**src/rtl/irq_pkg.sv**
```systemverilog
package irq_pkg;
    localparam int LVL_W = 3;
    localparam int REG_W = 8;
    localparam int FLAG_BIT = 3;

    typedef enum logic [1:0] {
        ST_IDLE    = 2'd0,
        ST_ASSERT  = 2'd1,
        ST_RECOVER = 2'd2
    } irq_state_e;
endpackage

```
**src/rtl/irq_src_bank.sv**
```systemverilog
module irq_src_bank
    import irq_pkg::*;
#(
    parameter int NUM_SRC = 24,
    parameter int ADDR_W  = 5
) (
    input  logic                          clk,
    input  logic                          rst_n,
    input  logic [ADDR_W-1:0]             reg_addr,
    input  logic [REG_W-1:0]              reg_wdata,
    input  logic                          reg_we,
    output logic [REG_W-1:0]              reg_rdata,
    input  logic [NUM_SRC-1:0]            src_req,
    input  logic [NUM_SRC-1:0]            ack_clr,
    output logic [NUM_SRC-1:0]            flag_q,
    output logic [NUM_SRC-1:0][LVL_W-1:0] lvl_q
);
    for (genvar i = 0; i < NUM_SRC; i++) begin : g_src
        logic sel;
        logic sw_clr;
        assign sel    = reg_we && (reg_addr == ADDR_W'(i));
        assign sw_clr = sel && !reg_wdata[FLAG_BIT];

        always_ff @(posedge clk or negedge rst_n) begin
            if (!rst_n) begin
                flag_q[i] <= 1'b0;
                lvl_q[i]  <= '0;
            end else begin
                flag_q[i] <= src_req[i] || (flag_q[i] && !sw_clr && !ack_clr[i]);
                if (sel) lvl_q[i] <= reg_wdata[LVL_W-1:0];
            end
        end

        assert_req_sets_flag_R3: assert property (@(posedge clk) disable iff (!rst_n)
            src_req[i] |=> flag_q[i]);
        assert_one_no_set_R4: assert property (@(posedge clk) disable iff (!rst_n)
            (sel && reg_wdata[FLAG_BIT] && !src_req[i] && !flag_q[i]) |=> !flag_q[i]);
        assert_req_beats_clear_R5: assert property (@(posedge clk) disable iff (!rst_n)
            (src_req[i] && (sw_clr || ack_clr[i])) |=> flag_q[i]);
    end

    always_comb begin
        reg_rdata = '0;
        for (int i = 0; i < NUM_SRC; i++) begin
            if (reg_addr == ADDR_W'(i))
                reg_rdata = {{(REG_W-LVL_W-1){1'b0}}, flag_q[i], lvl_q[i]};
        end
    end
endmodule

```
**src/rtl/irq_arbiter.sv**
```systemverilog
module irq_arbiter
    import irq_pkg::*;
#(
    parameter int NUM_SRC = 24,
    localparam int IDX_W  = $clog2(NUM_SRC)
) (
    input  logic [NUM_SRC-1:0]            flag_q,
    input  logic [NUM_SRC-1:0][LVL_W-1:0] lvl_q,
    input  logic                          glb_en,
    input  logic [LVL_W-1:0]              cpu_ipl,
    output logic                          win_valid,
    output logic [IDX_W-1:0]              win_idx,
    output logic [LVL_W-1:0]              win_lvl
);
    always_comb begin
        win_idx = '0;
        win_lvl = '0;
        for (int i = 0; i < NUM_SRC; i++) begin
            if (glb_en && flag_q[i] && (lvl_q[i] > cpu_ipl) && (lvl_q[i] > win_lvl)) begin
                win_idx = IDX_W'(i);
                win_lvl = lvl_q[i];
            end
        end
        win_valid = (win_lvl != '0);
    end
endmodule

```
**src/rtl/irq_fsm.sv**
```systemverilog
module irq_fsm
    import irq_pkg::*;
#(
    parameter int NUM_SRC = 24,
    localparam int IDX_W  = $clog2(NUM_SRC)
) (
    input  logic             clk,
    input  logic             rst_n,
    input  logic             win_valid,
    input  logic [IDX_W-1:0] win_idx,
    input  logic [LVL_W-1:0] win_lvl,
    input  logic             irq_ack,
    output logic             irq_out,
    output logic [IDX_W-1:0] irq_idx,
    output logic [LVL_W-1:0] irq_lvl
);
    irq_state_e state_q, state_d;

    always_comb begin
        state_d = state_q;
        unique case (state_q)
            ST_IDLE:    state_d = win_valid ? ST_ASSERT : ST_IDLE;
            ST_ASSERT:  state_d = irq_ack ? ST_RECOVER : (win_valid ? ST_ASSERT : ST_IDLE);
            ST_RECOVER: state_d = win_valid ? ST_ASSERT : ST_IDLE;
            default:    state_d = ST_IDLE;
        endcase
    end

    always_ff @(posedge clk or negedge rst_n) begin
        if (!rst_n) state_q <= ST_IDLE;
        else        state_q <= state_d;
    end

    always_ff @(posedge clk or negedge rst_n) begin
        if (!rst_n) begin
            irq_out <= 1'b0;
            irq_idx <= '0;
            irq_lvl <= '0;
        end else if (state_d == ST_ASSERT) begin
            irq_out <= 1'b1;
            irq_idx <= win_idx;
            irq_lvl <= win_lvl;
        end else begin
            irq_out <= 1'b0;
            irq_idx <= '0;
            irq_lvl <= '0;
        end
    end

    assert_gap_after_ack_R8: assert property (@(posedge clk) disable iff (!rst_n)
        (irq_out && irq_ack) |=> !irq_out);
    assert_quiet_outputs_R9: assert property (@(posedge clk) disable iff (!rst_n)
        !irq_out |-> (irq_idx == '0 && irq_lvl == '0));
endmodule

```
**src/rtl/prio_irq_ctrl.sv**
```systemverilog
module prio_irq_ctrl
    import irq_pkg::*;
#(
    parameter int NUM_SRC = 24,
    parameter int ADDR_W  = 5,
    localparam int IDX_W  = $clog2(NUM_SRC)
) (
    input  logic               clk,
    input  logic               rst_n,
    input  logic [ADDR_W-1:0]  reg_addr,
    input  logic [7:0]         reg_wdata,
    input  logic               reg_we,
    output logic [7:0]         reg_rdata,
    input  logic [NUM_SRC-1:0] src_req,
    input  logic               glb_en,
    input  logic [2:0]         cpu_ipl,
    output logic               irq_out,
    output logic [IDX_W-1:0]   irq_idx,
    output logic [2:0]         irq_lvl,
    input  logic               irq_ack
);
    logic [NUM_SRC-1:0]            flag_q;
    logic [NUM_SRC-1:0][LVL_W-1:0] lvl_q;
    logic [NUM_SRC-1:0]            ack_clr;
    logic                          win_valid;
    logic [IDX_W-1:0]              win_idx;
    logic [LVL_W-1:0]              win_lvl;

    for (genvar i = 0; i < NUM_SRC; i++) begin : g_ack
        assign ack_clr[i] = irq_out && irq_ack && (irq_idx == IDX_W'(i));
    end

    irq_src_bank #(.NUM_SRC(NUM_SRC), .ADDR_W(ADDR_W)) u_bank (
        .clk(clk), .rst_n(rst_n), .reg_addr(reg_addr), .reg_wdata(reg_wdata),
        .reg_we(reg_we), .reg_rdata(reg_rdata), .src_req(src_req),
        .ack_clr(ack_clr), .flag_q(flag_q), .lvl_q(lvl_q)
    );

    irq_arbiter #(.NUM_SRC(NUM_SRC)) u_arb (
        .flag_q(flag_q), .lvl_q(lvl_q), .glb_en(glb_en), .cpu_ipl(cpu_ipl),
        .win_valid(win_valid), .win_idx(win_idx), .win_lvl(win_lvl)
    );

    irq_fsm #(.NUM_SRC(NUM_SRC)) u_fsm (
        .clk(clk), .rst_n(rst_n), .win_valid(win_valid), .win_idx(win_idx),
        .win_lvl(win_lvl), .irq_ack(irq_ack), .irq_out(irq_out),
        .irq_idx(irq_idx), .irq_lvl(irq_lvl)
    );

    assert_above_ipl_R6: assert property (@(posedge clk) disable iff (!rst_n)
        $rose(irq_out) |-> ($past(glb_en) && irq_lvl > $past(cpu_ipl)));
endmodule

```
**config.mk**
```make
export PLATFORM = sky130hd
export DESIGN_NAME = prio_irq_ctrl
export DESIGN_NICKNAME = d
export VERILOG_FILES = /design/src/rtl/irq_pkg.sv /design/src/rtl/irq_src_bank.sv /design/src/rtl/irq_arbiter.sv /design/src/rtl/irq_fsm.sv /design/src/rtl/prio_irq_ctrl.sv
export SDC_FILE = /design/constraint.sdc
export NUM_CORES = 1
export LEC_CHECK = 0
export ABC_AREA = 1
export CAP_MARGIN = 25
export CORE_UTILIZATION = 65
export DETAILED_ROUTE_END_ITERATION = 6
export MAX_ROUTING_LAYER = met4
export PLACE_DENSITY = 0.85
export SLEW_MARGIN = 20
export SYNTH_ARGS = -nofsm -noshare
export SYNTH_HDL_FRONTEND = slang
export SYNTH_SLANG_ARGS = --single-unit
```
**constraint.sdc**
```tcl
create_clock -name clk -period 34.9 [get_ports clk]
set_input_delay 6.98 -clock clk [delete_from_list [all_inputs] [get_ports clk]]
set_output_delay 6.98 -clock clk [all_outputs]
set_load 0.02 [all_outputs]
```
After elaboration in Yosys (flattened, before gate mapping)
Cells that the tools add are included.
- equal/unequal tests: 49
- $lt $le $gt $ge: 48
- reduce and logical (&&, ||, !) cells: 271
- mux-type cells: 77
- operators with widths (kind ; count):
    logical AND 1 bit ; 193
    2-to-1 mux 8 bit ; 23
    > comparator 3 bit ; 47
    2-to-1 mux 3 bit ; 29
    == test 5 x 4 -> 1 bit (second input constant) ; 16
    == test 5 bit (second input constant) ; 16
    logical NOT 1 bit ; 49
    2-to-1 mux 5 bit ; 9
    == test 5 x 3 -> 1 bit (second input constant) ; 8
    2-to-1 mux 4 bit ; 9
    logical OR 1 bit ; 24
    == test 5 x 2 -> 1 bit (second input constant) ; 4
    == test 5 x 1 -> 1 bit (second input constant) ; 2
    logical NOT 5 bit ; 2
    2-to-1 mux 2 bit ; 3
    == test 2 x 1 -> 1 bit (second input constant) ; 2
    one-hot mux 2 bit (2 select lines) ; 1
    > comparator 3 x 1 -> 1 bit (second input constant) ; 1
    2-to-1 mux 1 bit ; 3
    nonzero test 3 bit ; 1
    == test 2 bit (second input constant) ; 1
    logical NOT 2 bit ; 1
    OR reduction 2 bit ; 1
- bits of input ports: 45
- register bits: 107
- output and inout bits: 17
- logic and storage cells: 497

Depth between registers and ports, before layout
Gate-level depths: netlist of run 1.
- depth after elaboration: 79
- mapped depth: 192
- gate-level depth less buffers: 192

Hierarchy
Synthesis of run 1 repeated with hierarchy kept, for this count alone.
- cells, all modules: 1461
- area, all modules: 10158.5 µm²
- modules (own cells, without submodules) (module ; cells an instance ; times used ; area an instance (µm²) ; sequential area each (µm²)):
    irq_arbiter ; 790 ; 1 ; 4963.5 ; 0.0
    irq_src_bank ; 578 ; 1 ; 4585.6 ; 2402.3
    irq_fsm ; 33 ; 1 ; 374.1 ; 275.3
    prio_irq_ctrl ; 60 ; 1 ; 235.2 ; 0.0

Worst setup path before layout of run 1
No wires, ideal clock.
- path kind: input to register
- start: input port cpu_ipl[2]
- end: register u_fsm.irq_idx[4]
- buffers on the path: 0
- setup slack: 4120 ps
- setup time: 120 ps
- arrival: 30659 ps
- data required time: 34780 ps
- cell stages on the path: 175
- cell sequence: inv_1 ha_1 nand3_1 nand2_1 inv_2 nand2_1 nor2_2 inv_1 ha_1 nand3_1 nand2_4 nor2_8 nand3_4 nand2_1 o21ai_0 ha_1 inv_2 o21ai_1 [... 139 more ...] ha_1 a21oi_1 a21oi_1 nor2_1 nor2_1 nand3_1 and2_1 ha_1 nand2_1 o21ai_0 a311oi_1 nand3_1 inv_1 nand2_1 nand2_2 nand3_2 nand2_4 nor2_2
- word-level cells in the longest chain between the ends: 79
- elaborated cells between the ends (all ways): 133
- those cells by class: order compare (47); eq/ne (1); mux (36); reduce/logical (49)
- ends and longest elaborated chain (element ; line ; source):
    start: declaration ; prio_irq_ctrl.sv:16 ; input logic [2:0] cpu_ipl,
    > comparator 3 bit ; irq_arbiter.sv:19 ; if (glb_en && flag_q[i] && (lvl_q[i] > cpu_ipl) && (lvl_q[i] > win_lvl)) begin
    logical AND 1 bit (2 in series) ; irq_arbiter.sv:19 ;
    2-to-1 mux 3 bit ; irq_arbiter.sv:19 ;
    > comparator 3 bit ; irq_arbiter.sv:19 ;
    logical AND 1 bit ; irq_arbiter.sv:19 ;
    2-to-1 mux 3 bit ; irq_arbiter.sv:19 ;
    > comparator 3 bit ; irq_arbiter.sv:19 ;
    logical AND 1 bit ; irq_arbiter.sv:19 ;
    [... 62 more ...] ; n/a ;
    logical AND 1 bit ; irq_arbiter.sv:19 ;
    2-to-1 mux 3 bit ; irq_arbiter.sv:19 ;
    nonzero test 3 bit ; irq_arbiter.sv:24 ; win_valid = (win_lvl != '0);
    2-to-1 mux 1 bit ; irq_fsm.sv:22, irq_fsm.sv:23, irq_fsm.sv:24 ;
    2-to-1 mux 2 bit ; irq_fsm.sv:23 ; ST_ASSERT: state_d = irq_ack ? ST_RECOVER : (win_valid ? ST_ASSERT : ST_IDLE);
    one-hot mux 2 bit (2 select lines) ; irq_fsm.sv:21 ; unique case (state_q)
    == test 2 x 1 -> 1 bit ; irq_fsm.sv:39 ; end else if (state_d == ST_ASSERT) begin
    2-to-1 mux 5 bit (*) ; irq_fsm.sv:39 ;
    end signal: assignment ; irq_fsm.sv:41 ; irq_idx <= win_idx;
    end: declaration ; irq_fsm.sv:14 ; output logic [IDX_W-1:0] irq_idx,
Every way passes the cells marked *; elsewhere a longest branch is shown, timed or not.
A chain may end at the register's enable or synchronous reset.

Final worst setup path of run 1
- start: input port glb_en
- end: register u_fsm.irq_lvl[1]
- word-level cells in the longest chain between the ends: 79
- elaborated cells between the ends (all ways): 125
- those cells by class: order compare (23); eq/ne (1); mux (28); reduce/logical (73)
- ends and longest elaborated chain (element ; line ; source):
    start: declaration ; prio_irq_ctrl.sv:15 ; input logic glb_en,
    logical AND 1 bit (3 in series) ; irq_arbiter.sv:19 ;
    2-to-1 mux 3 bit ; irq_arbiter.sv:19 ;
    > comparator 3 bit ; irq_arbiter.sv:19 ;
    logical AND 1 bit ; irq_arbiter.sv:19 ;
    2-to-1 mux 3 bit ; irq_arbiter.sv:19 ;
    > comparator 3 bit ; irq_arbiter.sv:19 ;
    logical AND 1 bit ; irq_arbiter.sv:19 ;
    2-to-1 mux 3 bit ; irq_arbiter.sv:19 ;
    [... 61 more ...] ; n/a ;
    logical AND 1 bit ; irq_arbiter.sv:19 ;
    2-to-1 mux 3 bit (*) ; irq_arbiter.sv:19 ;
    nonzero test 3 bit ; irq_arbiter.sv:24 ;
    2-to-1 mux 1 bit ; irq_fsm.sv:22, irq_fsm.sv:23, irq_fsm.sv:24 ;
    2-to-1 mux 2 bit ; irq_fsm.sv:23 ;
    one-hot mux 2 bit (2 select lines) ; irq_fsm.sv:21 ;
    == test 2 x 1 -> 1 bit ; irq_fsm.sv:39 ;
    2-to-1 mux 3 bit (*) ; irq_fsm.sv:39 ;
    end signal: assignment ; irq_fsm.sv:42 ; irq_lvl <= win_lvl;
    end: declaration ; irq_fsm.sv:15 ; output logic [LVL_W-1:0] irq_lvl
Marks and branches as above.

==> results.md, run 1 <==
- Synthesis produced approximately 1300 cells.
- The worst setup path is launched from an input pin.
- After legalization and detailed placement, the total HPWL measured about 20 mm.
- The final worst-path cycle share is a little over 90%.
- The final wirelength is 26.4 mm.
- The most frequently used flop master after synthesis is sky130_fd_sc_hd__dfrtp_1.
- Along the worst path, the maximum fanout reaches 24.
- In this design, the critical path's most frequently occurring cell is sky130_fd_sc_hd__ha_1.
- The average instance in the mapped netlist occupies between 7 and 8 um^2.
- The synthesized design devotes to its leading area cell type between 20% and 30% of total area.
- The sequential area share after synthesis is about 28%.
- The worst slew margin relative to its limit is around 29%.
- TritonCTS built the clock tree.
- The detailed-route via count is around 9500.
- The timing-limited maximum frequency is 0.0308 GHz.
- The remaining number of nets flagged by the antenna check after routing is 0.
- On the worst path, the slowest cell contributes a delay of approximately 0.45 ns.
- The count of final setup violators is 0.
- For the pin with the worst max-slew slack, the measured transition is about 1.1 ns.
- The count of buffers added on input and output ports is between 50 and 60.
- The post-route netlist has 12.9% of its cells at a drive strength greater than 1.
- OpenSTA, run right after detailed placement, puts the worst setup slack at 0.861 ns.
- The antenna diode count is 0.
- The average wire per cell in the routed design is approximately 17 um.
- The synthesis warning total is 0.
- The cell depth of the worst hold path is 1.
- The finished layout holds approximately 1600 standard cells, fillers aside.
- The first-pass GRT wire length is between 40 and 50 mm.
- The power density over cell area is about 63 nW/um^2.
- The run finished with clean final reports.
- After synthesis, the most frequently instantiated cells are 327 x sky130_fd_sc_hd__nand2_1, 150 x sky130_fd_sc_hd__o21ai_0, 122 x sky130_fd_sc_hd__inv_1.
- TritonCTS created 9 clock buffers.
- The worst setup path is captured at a flip-flop.
- Counting every sink on the clock net gives ~110.
- The completed layout was analyzed and its total power is 0.000673 W.
- In this run the static leakage power is around 5.1 nW.
- The required time at the endpoint of the critical path is 35.14 ns.
- The final count of hold timing violations is 0.
- The data arrival time of the worst path is 32.74 ns.
- The number of enable flip-flop cells after synthesis is 0.
- The worst hold path class is flip-flop to flip-flop.
- The number of buffers between clock root and the deepest sink is 2.
- In the post-synthesis netlist, the biggest area contributors are sky130_fd_sc_hd__dfrtp_1 28%, sky130_fd_sc_hd__ha_1 14%, sky130_fd_sc_hd__nand2_1 13%.
- The die is roughly 120 um wide.
- The total number of nets in the final design is between 1500 and 2000.
- The initial standard-cell utilization of the core is approximately two thirds.
- Global routing finished with a remaining overflow of 0.
- The library cell with the largest summed area after synthesis is sky130_fd_sc_hd__dfrtp_1.
- The largest individual stage delay along the critical path comes from the cell sky130_fd_sc_hd__clkdlybuf4s50_1.
- The clock latency at the later pin of the worst-skew pair is roughly 0.35 ns.
- The type of the worst setup path is input pin to flip-flop.
- The global-route total usage across every layer is about 38%.
- The number of instances in the placed design is approximately 1600.
- The initial antenna violation count was 0.
- At the end of routability-driven placement, the weighted congestion stood at 0.977.
- The number of max-slew violations in the final report is 0.
- The clock-pin transition on the worst setup and hold timing paths is 0.07 ns.
- The number of register bits inferred by synthesis is between 100 and 150.
- The dominant cell by count in the synthesized netlist is sky130_fd_sc_hd__nand2_1.
- VDD sags by at most 62.7 uV.
- The final worst slack is 2.40 ns.
- The floorplan die area is roughly 15000 um^2.
- The worst clock skew on the final layout is 0.00613 ns.
- The I/O pin total is 62.
- The mapped netlist covers around 9600 um^2.
- The H-tree generated during clock tree synthesis spans 3 levels.
- The synthesized netlist contains 48 unique library cells.
- For the finished layout, the period the worst path requires is 32.50 ns.
- Dividing the detail-routed via count by the number of cells gives between 6 and 7.
- The post-route DRC violation count is 0.
- The core region is 14100 um^2.
- The growth of design area from synthesis to finish is 11.0%.
- The die is around 120 um tall.
- In this run, the number of DRC markers left after iteration 0 of detailed routing was approximately 850.
- The total iterations of the first detailed-routing run is 5.
- The share of flip-flops with an asynchronous set or reset after synthesis is 100%.
- Entering global routing, the biggest net connects 57 pins.
- The clock tree root buffer cell is sky130_fd_sc_hd__clkbuf_16.
- The via count of the first global-routing pass is 8835.
- Measured in cells, the most critical reg-to-reg path has a length of about 180.
- The total number of placement rows is 43.
- The max-capacitance violation count is 0.
==> power breakdown <==
group | internal, W | switching, W | total, W
combinational | 0.000147 | 0.000249 | 0.000396
clock | 0.0000581 | 0.0000472 | 0.000105
sequential | 0.000146 | 0.0000259 | 0.000171
==> cell usage in the layout, fill, tap and decap left out, drive strengths merged, types with 2 or more instances in the layout <==
cell type      netlist  layout
a22oi                2       2
a311oi               4       4
o211ai               4       4
nor4                 6       6
clkbuf              13      11
nand3b               3       3
nand2              390     390
or2                 10      10
and3                 3       3
o21ai              164     164
o2111ai              4       4
buf                  5       8
o21bai              25      25
a221oi               6       6
conb                 1       4
nand3              118     118
inv                133     134
nand4               32      32
ha                 104     104
nor3                 9       9
dfrtp              107     107
a21oi               50      50
nor2               116     116
a211oi               6       6
clkdlybuf4s50        0      51
clkinv               2       5
o22ai                4       4
==> worst max-delay path: cells and delay by family <==
family / cells / cell delay, ns
and+or+nand+nor: 107 / 12.05
adders and majority gates: 23 / 6.34
AOI/OAI and AO/OA: 35 / 5.75
buffers and inverters: 12 / 1.50
==> cells by family (layout without fill, tap and decap cells) <==
group,after synthesis,count (layout),share of synthesized area (%)
buf+inv,153,211,6.21
simple gates,688,688,35.2
flops,107,107,28.0
other cells,1,4,0.0392
compound gates,274,274,16.9
fa+ha+maj,104,104,13.6
==> per-stage QoR <==
stage	hold slack (ns)	utilization (%)	setup TNS (ns)	cell area [um^2]
detailed placement	0.418	73.0	0	10300
floorplan	0.395	-	0	9580
finish	0.424	75.4	0	10600
global route	0.433	75.4	-0.158	10600
CTS	0.427	75.1	0	10600
global placement	0.408	73.0	0	10300
==> layout make-up <==
class	instances	area (um^2)
Multi-Input combinational cell	1070	6320
Fill cell	1134	3470
Sequential cell	107	2680
Timing Repair Buffer	60	591
Inverter	135	508
Clock buffer	11	243
Tap cell	180	225
Clock inverter	5	61.3
==> path summary, 6_finish.rpt <==
| check | endpoint | slack [ns] | from |
|---|---|---|---|
| worst max-delay path | u_fsm.irq_lvl[1] | 2.40 | glb_en |
| worst min-delay path | u_fsm.state_q[1] | 0.42 | u_fsm.state_q[1] |
| worst max register to register | u_fsm.irq_lvl[1] | 9.17 | u_bank.lvl_q[2] |
| worst min register to register | u_fsm.state_q[1] | 0.42 | u_fsm.state_q[1] |
| max in group asynchronous | u_bank.lvl_q[21] | 27.06 | rst_n |
| min in group asynchronous | u_bank.lvl_q[49] | 6.68 | rst_n |
==> state kept, by name, indices dropped and copies added (netlist names) <==
register and flops:
u_bank.flag_q 24, u_bank.lvl_q 72, u_fsm.irq_idx 5, u_fsm.irq_lvl 3, u_fsm.irq_out 1, u_fsm.state_q 2
==> layer usage <==
layer / GRT usage [%] / vias up / wire [um]
li1: - / 4623 / -
met1: 49.4 / 4370 / 11500
met2: 59.8 / 401 / 11900
met3: 5.63 / 80 / 2020
met4: 14.8 / 0 / 1010
met5: - / - / 0
==> repair_timing <==
action                     4_1_cts  5_1_grt
hold buffers                     0        0
setup endpoints to repair        0       10
gates resized for setup          0       19
setup buffers                    0        1
No activity file was read; power rests on OpenSTA's default activity.
==> inputs of run 2 (changes only) <==
Settings changed: SETUP_SLACK_MARGIN from default to 0.5.
==> run 2 against run 1 <==
- combinational power is essentially flat
- critical endpoint is now u_fsm.irq_lvl[0]
- clock skew shrank 0.00083 ns
- global-route usage is the same
- utilization grew 0.13 points
- highest routed layer unchanged
- clock power is essentially flat
- final area grew 0.18%
- clock-buffer cell count is the same
- first-iteration DRC count shrank 0.59%
- worst hold slack lost 0.0010 ns
- routed wire length grew 0.43%
- critical path type unchanged
- sequential share of layout area is essentially flat
==> results.md, run 2 (synthesis results as in run 1) <==
- Outcome: complete, no violations (unchanged).
- The type of the worst setup path is input pin to flip-flop (unchanged).
- The required time at the endpoint of the critical path came to 35.14 ns (about the same).
- The startpoint kind of the worst setup timing path was an input pin (unchanged).
- The delay contributed by the slowest stage of the critical path is 0.45 ns (about the same).
- The floorplan die area is 15200 um^2 (unchanged).
- The number of port buffers came to 53 (unchanged).
- The net switching power figure is 0.000324 W (was 0.000322 W).
- The internal cell power is 0.000352 W (was 0.000351 W).
- The detailed-route via count is 9483 (was 9474).
- The total clock buffers created by CTS is 9 (unchanged).
- The clock latency at the later pin of the worst-skew pair is 0.35 ns (about the same).
- The total clock sinks is 107 (unchanged).
- The first-pass GRT wire length came to 43.0 mm (unchanged).
- The overall power of the completed layout is 0.000676 W (was 0.000673 W).
- The average wire per cell in the routed design came to 16.9 um (was 16.8 um).
- The most common library cell in the layout ignoring fill and taps is sky130_fd_sc_hd__nand2_1 (unchanged).
- The initial standard-cell utilization of the core is 67.9% (unchanged).
- The area used by multi-input combinational logic is 6340 um^2 (was 6320 um^2).
- The growth of design area from synthesis to finish came to 11.2% (was 11.0%).
- The placer congestion estimate is 0.977 (unchanged).
- Leading registers by flop count: u_bank.lvl_q: 72 flops, u_bank.flag_q: 24 flops, u_fsm.irq_idx: 5 flops (unchanged).
- The max-capacitance violation count is 0 (unchanged).
- The timing-limited maximum frequency is 0.0311 GHz (was 0.0308 GHz).
- The level count of the clock H-tree came to 3 (unchanged).
- The core footprint is 14100 um^2 (unchanged).
- The final wirelength came to 26.5 mm (was 26.4 mm).
- The final critical delay including setup and external delays came to 32.17 ns (was 32.50 ns).
- The number of flip-flops in the largest register is 72 (unchanged).
- Commonest non-fill, non-tap cells in the layout: 327 x sky130_fd_sc_hd__nand2_1, 132 x sky130_fd_sc_hd__o21ai_0, 122 x sky130_fd_sc_hd__inv_1 (was 327 x sky130_fd_sc_hd__nand2_1, 135 x sky130_fd_sc_hd__o21ai_0, 122 x sky130_fd_sc_hd__inv_1).
- The I/O pin total is 62 (unchanged).
- The global-route congestion overflow total is 0 (unchanged).
- The transition time of the tightest slew-check pin is 1.09 ns (was 1.07 ns).
- The worst hold path class is flip-flop to flip-flop (unchanged).
- The register bank with the most flops is u_bank.lvl_q (unchanged).
- Setup repair after global routing left no endpoint under its margin.
- The initial antenna violation count is 0 (unchanged).
- The switching share of power was 48.0% (was 47.9%).
- The die width is 123 um (unchanged).
- The clock share of power was 15.6% (was 15.7%).
- The remaining number of nets flagged by the antenna check after routing came to 0 (unchanged).
- The clock tree root buffer cell is sky130_fd_sc_hd__clkbuf_16 (unchanged).
- The post-route DRC violation count is 0 (unchanged).
- The die extent in y is 123 um (unchanged).
- The power density over cell area is 63.5 nW/um^2 (was 63.3 nW/um^2).
- The number of buffers between clock root and the deepest sink is 2 (unchanged).
- The number of fillers in the final layout is 1126 (was 1134).
- The final worst-path cycle share is 92.2% (was 93.1%).
- The leakage power summed over all cells was 5.12 nW (was 5.11 nW).
- The most frequent cell on the critical path is sky130_fd_sc_hd__nand2_1 (was sky130_fd_sc_hd__ha_1).
- The CTS tree is yes (unchanged).
- The via count of the first global-routing pass is 8835 (unchanged).
- The total number of placement rows is 43 (unchanged).
- The fraction of power consumed by sequential logic is 25.4% (was 25.5%).
- The global-route total usage across every layer is 38.0% (unchanged).
- The critical-path cell with the highest stage delay is sky130_fd_sc_hd__clkdlybuf4s50_1 (unchanged).
- The total iterations of the first detailed-routing run is 5 (unchanged).
- The mean number of vias per cell is 6.05 (was 6.04).
- The sort of element at the end of the critical path is a flip-flop (unchanged).
- The data arrival time of the worst path is 32.41 ns (was 32.74 ns).
- The worst clock skew on the final layout is 0.00530 ns (was 0.00613 ns).
- The antenna diode count came to 0 (unchanged).
- The worst slew margin relative to its limit is 27.3% (was 28.5%).
- The largest voltage drop on the vdd net is 62.8 uV (was 62.7 uV).
- The clock-pin transition on the worst setup and hold timing paths is 0.07 ns (about the same).
- The iteration-0 DRC count of the detailed router is 843 (was 848).
- The critical-path maximum fanout is 24 (unchanged).
- The sequential cell area in the final layout is 2680 um^2 (unchanged).
- The count of final setup violators is 0 (unchanged).
- The final count of hold timing violations is 0 (unchanged).
- The number of max-slew violations in the final report is 0 (unchanged).
- The share of post-route cells with drive strength above 1 came to 13.3% (was 12.9%).
- The pin count of the biggest net entering global routing is 57 (unchanged).
- The total negative slack is 0 ns (unchanged).
- The half-perimeter wire length after detailed placement was 19.9 mm (unchanged).
- The combinational cell fraction of total power was 59.0% (was 58.9%).
- The total number of nets in the final design is 1532 (unchanged).
## run 2: final timing paths
check,startpoint,end,slack [ns],cells past startpoint
min in group asynchronous,rst_n,u_bank.lvl_q[68],6.68,1
max,glb_en,u_fsm.irq_lvl[0],2.73,182
max reg2reg,u_bank.lvl_q[2],u_fsm.irq_lvl[0],9.49,180
max in group asynchronous,rst_n,u_bank.lvl_q[21],27.08,2
min,u_fsm.state_q[1],u_fsm.state_q[1],0.42,1
min reg2reg,u_fsm.state_q[1],u_fsm.state_q[1],0.42,1
## run 2: power by group through the flow
stage                     Sequential, W  Clock (W)  Combinational, W
final                          0.000171   0.000105          0.000399
after floorplan                0.000168          0          0.000305
after global placement         0.000172          0          0.000375
after detailed placement       0.000173          0          0.000388
after CTS                      0.000171   0.000106          0.000391
after global routing           0.000174   0.000110          0.000451
## run 2: metal layers
| metal | GRT usage (%) | vias to the layer above | wire length [um] |
|---|---|---|---|
| met2 | 59.8 | 421 | 11900 |
| met4 | 14.8 | 0 | 1030 |
| met1 | 49.4 | 4360 | 11500 |
| met5 | - | - | 0 |
| met3 | 5.63 | 79 | 2100 |
| li1 | - | 4623 | - |
## run 2: timing repair
action,CTS,global route
gates resized for setup,0,27
buffers inserted,0,1
hold buffers,0,0
endpoints found under the hold margin,0,0
setup endpoints to repair,0,10
## run 2: layout make-up
cell class	instances	share of cell area [%]
Clock inverter	5	0.576
Inverter	135	4.77
Multi-Input combinational cell	1070	59.6
Sequential cell	107	25.2
Timing Repair Buffer	60	5.55
Clock buffer	11	2.28
Tap cell	180	2.12
## run 2: critical path: cells and delay by family
kind / cells / cell delay [ns]
AND/OR/NAND/NOR: 112 / 12.65
adder cells (fa/ha/maj): 23 / 6.40
AO/OA/AOI/OAI: 35 / 4.80
buffers and inverters: 12 / 1.50
## run 2: metrics by stage
stage	util (%)	std cells	worst slack (ns)	hold slack, ns	instance area [um^2]
finish	75.5	1568	2.73	0.423	10600
global route	75.5	1568	0.468	0.433	10600
CTS	75.1	1566	1.08	0.427	10600
detailed placement	73.0	1550	0.861	0.418	10300
global placement	73.0	1550	1.27	0.408	10300
floorplan	-	1330	4.12	0.395	9580
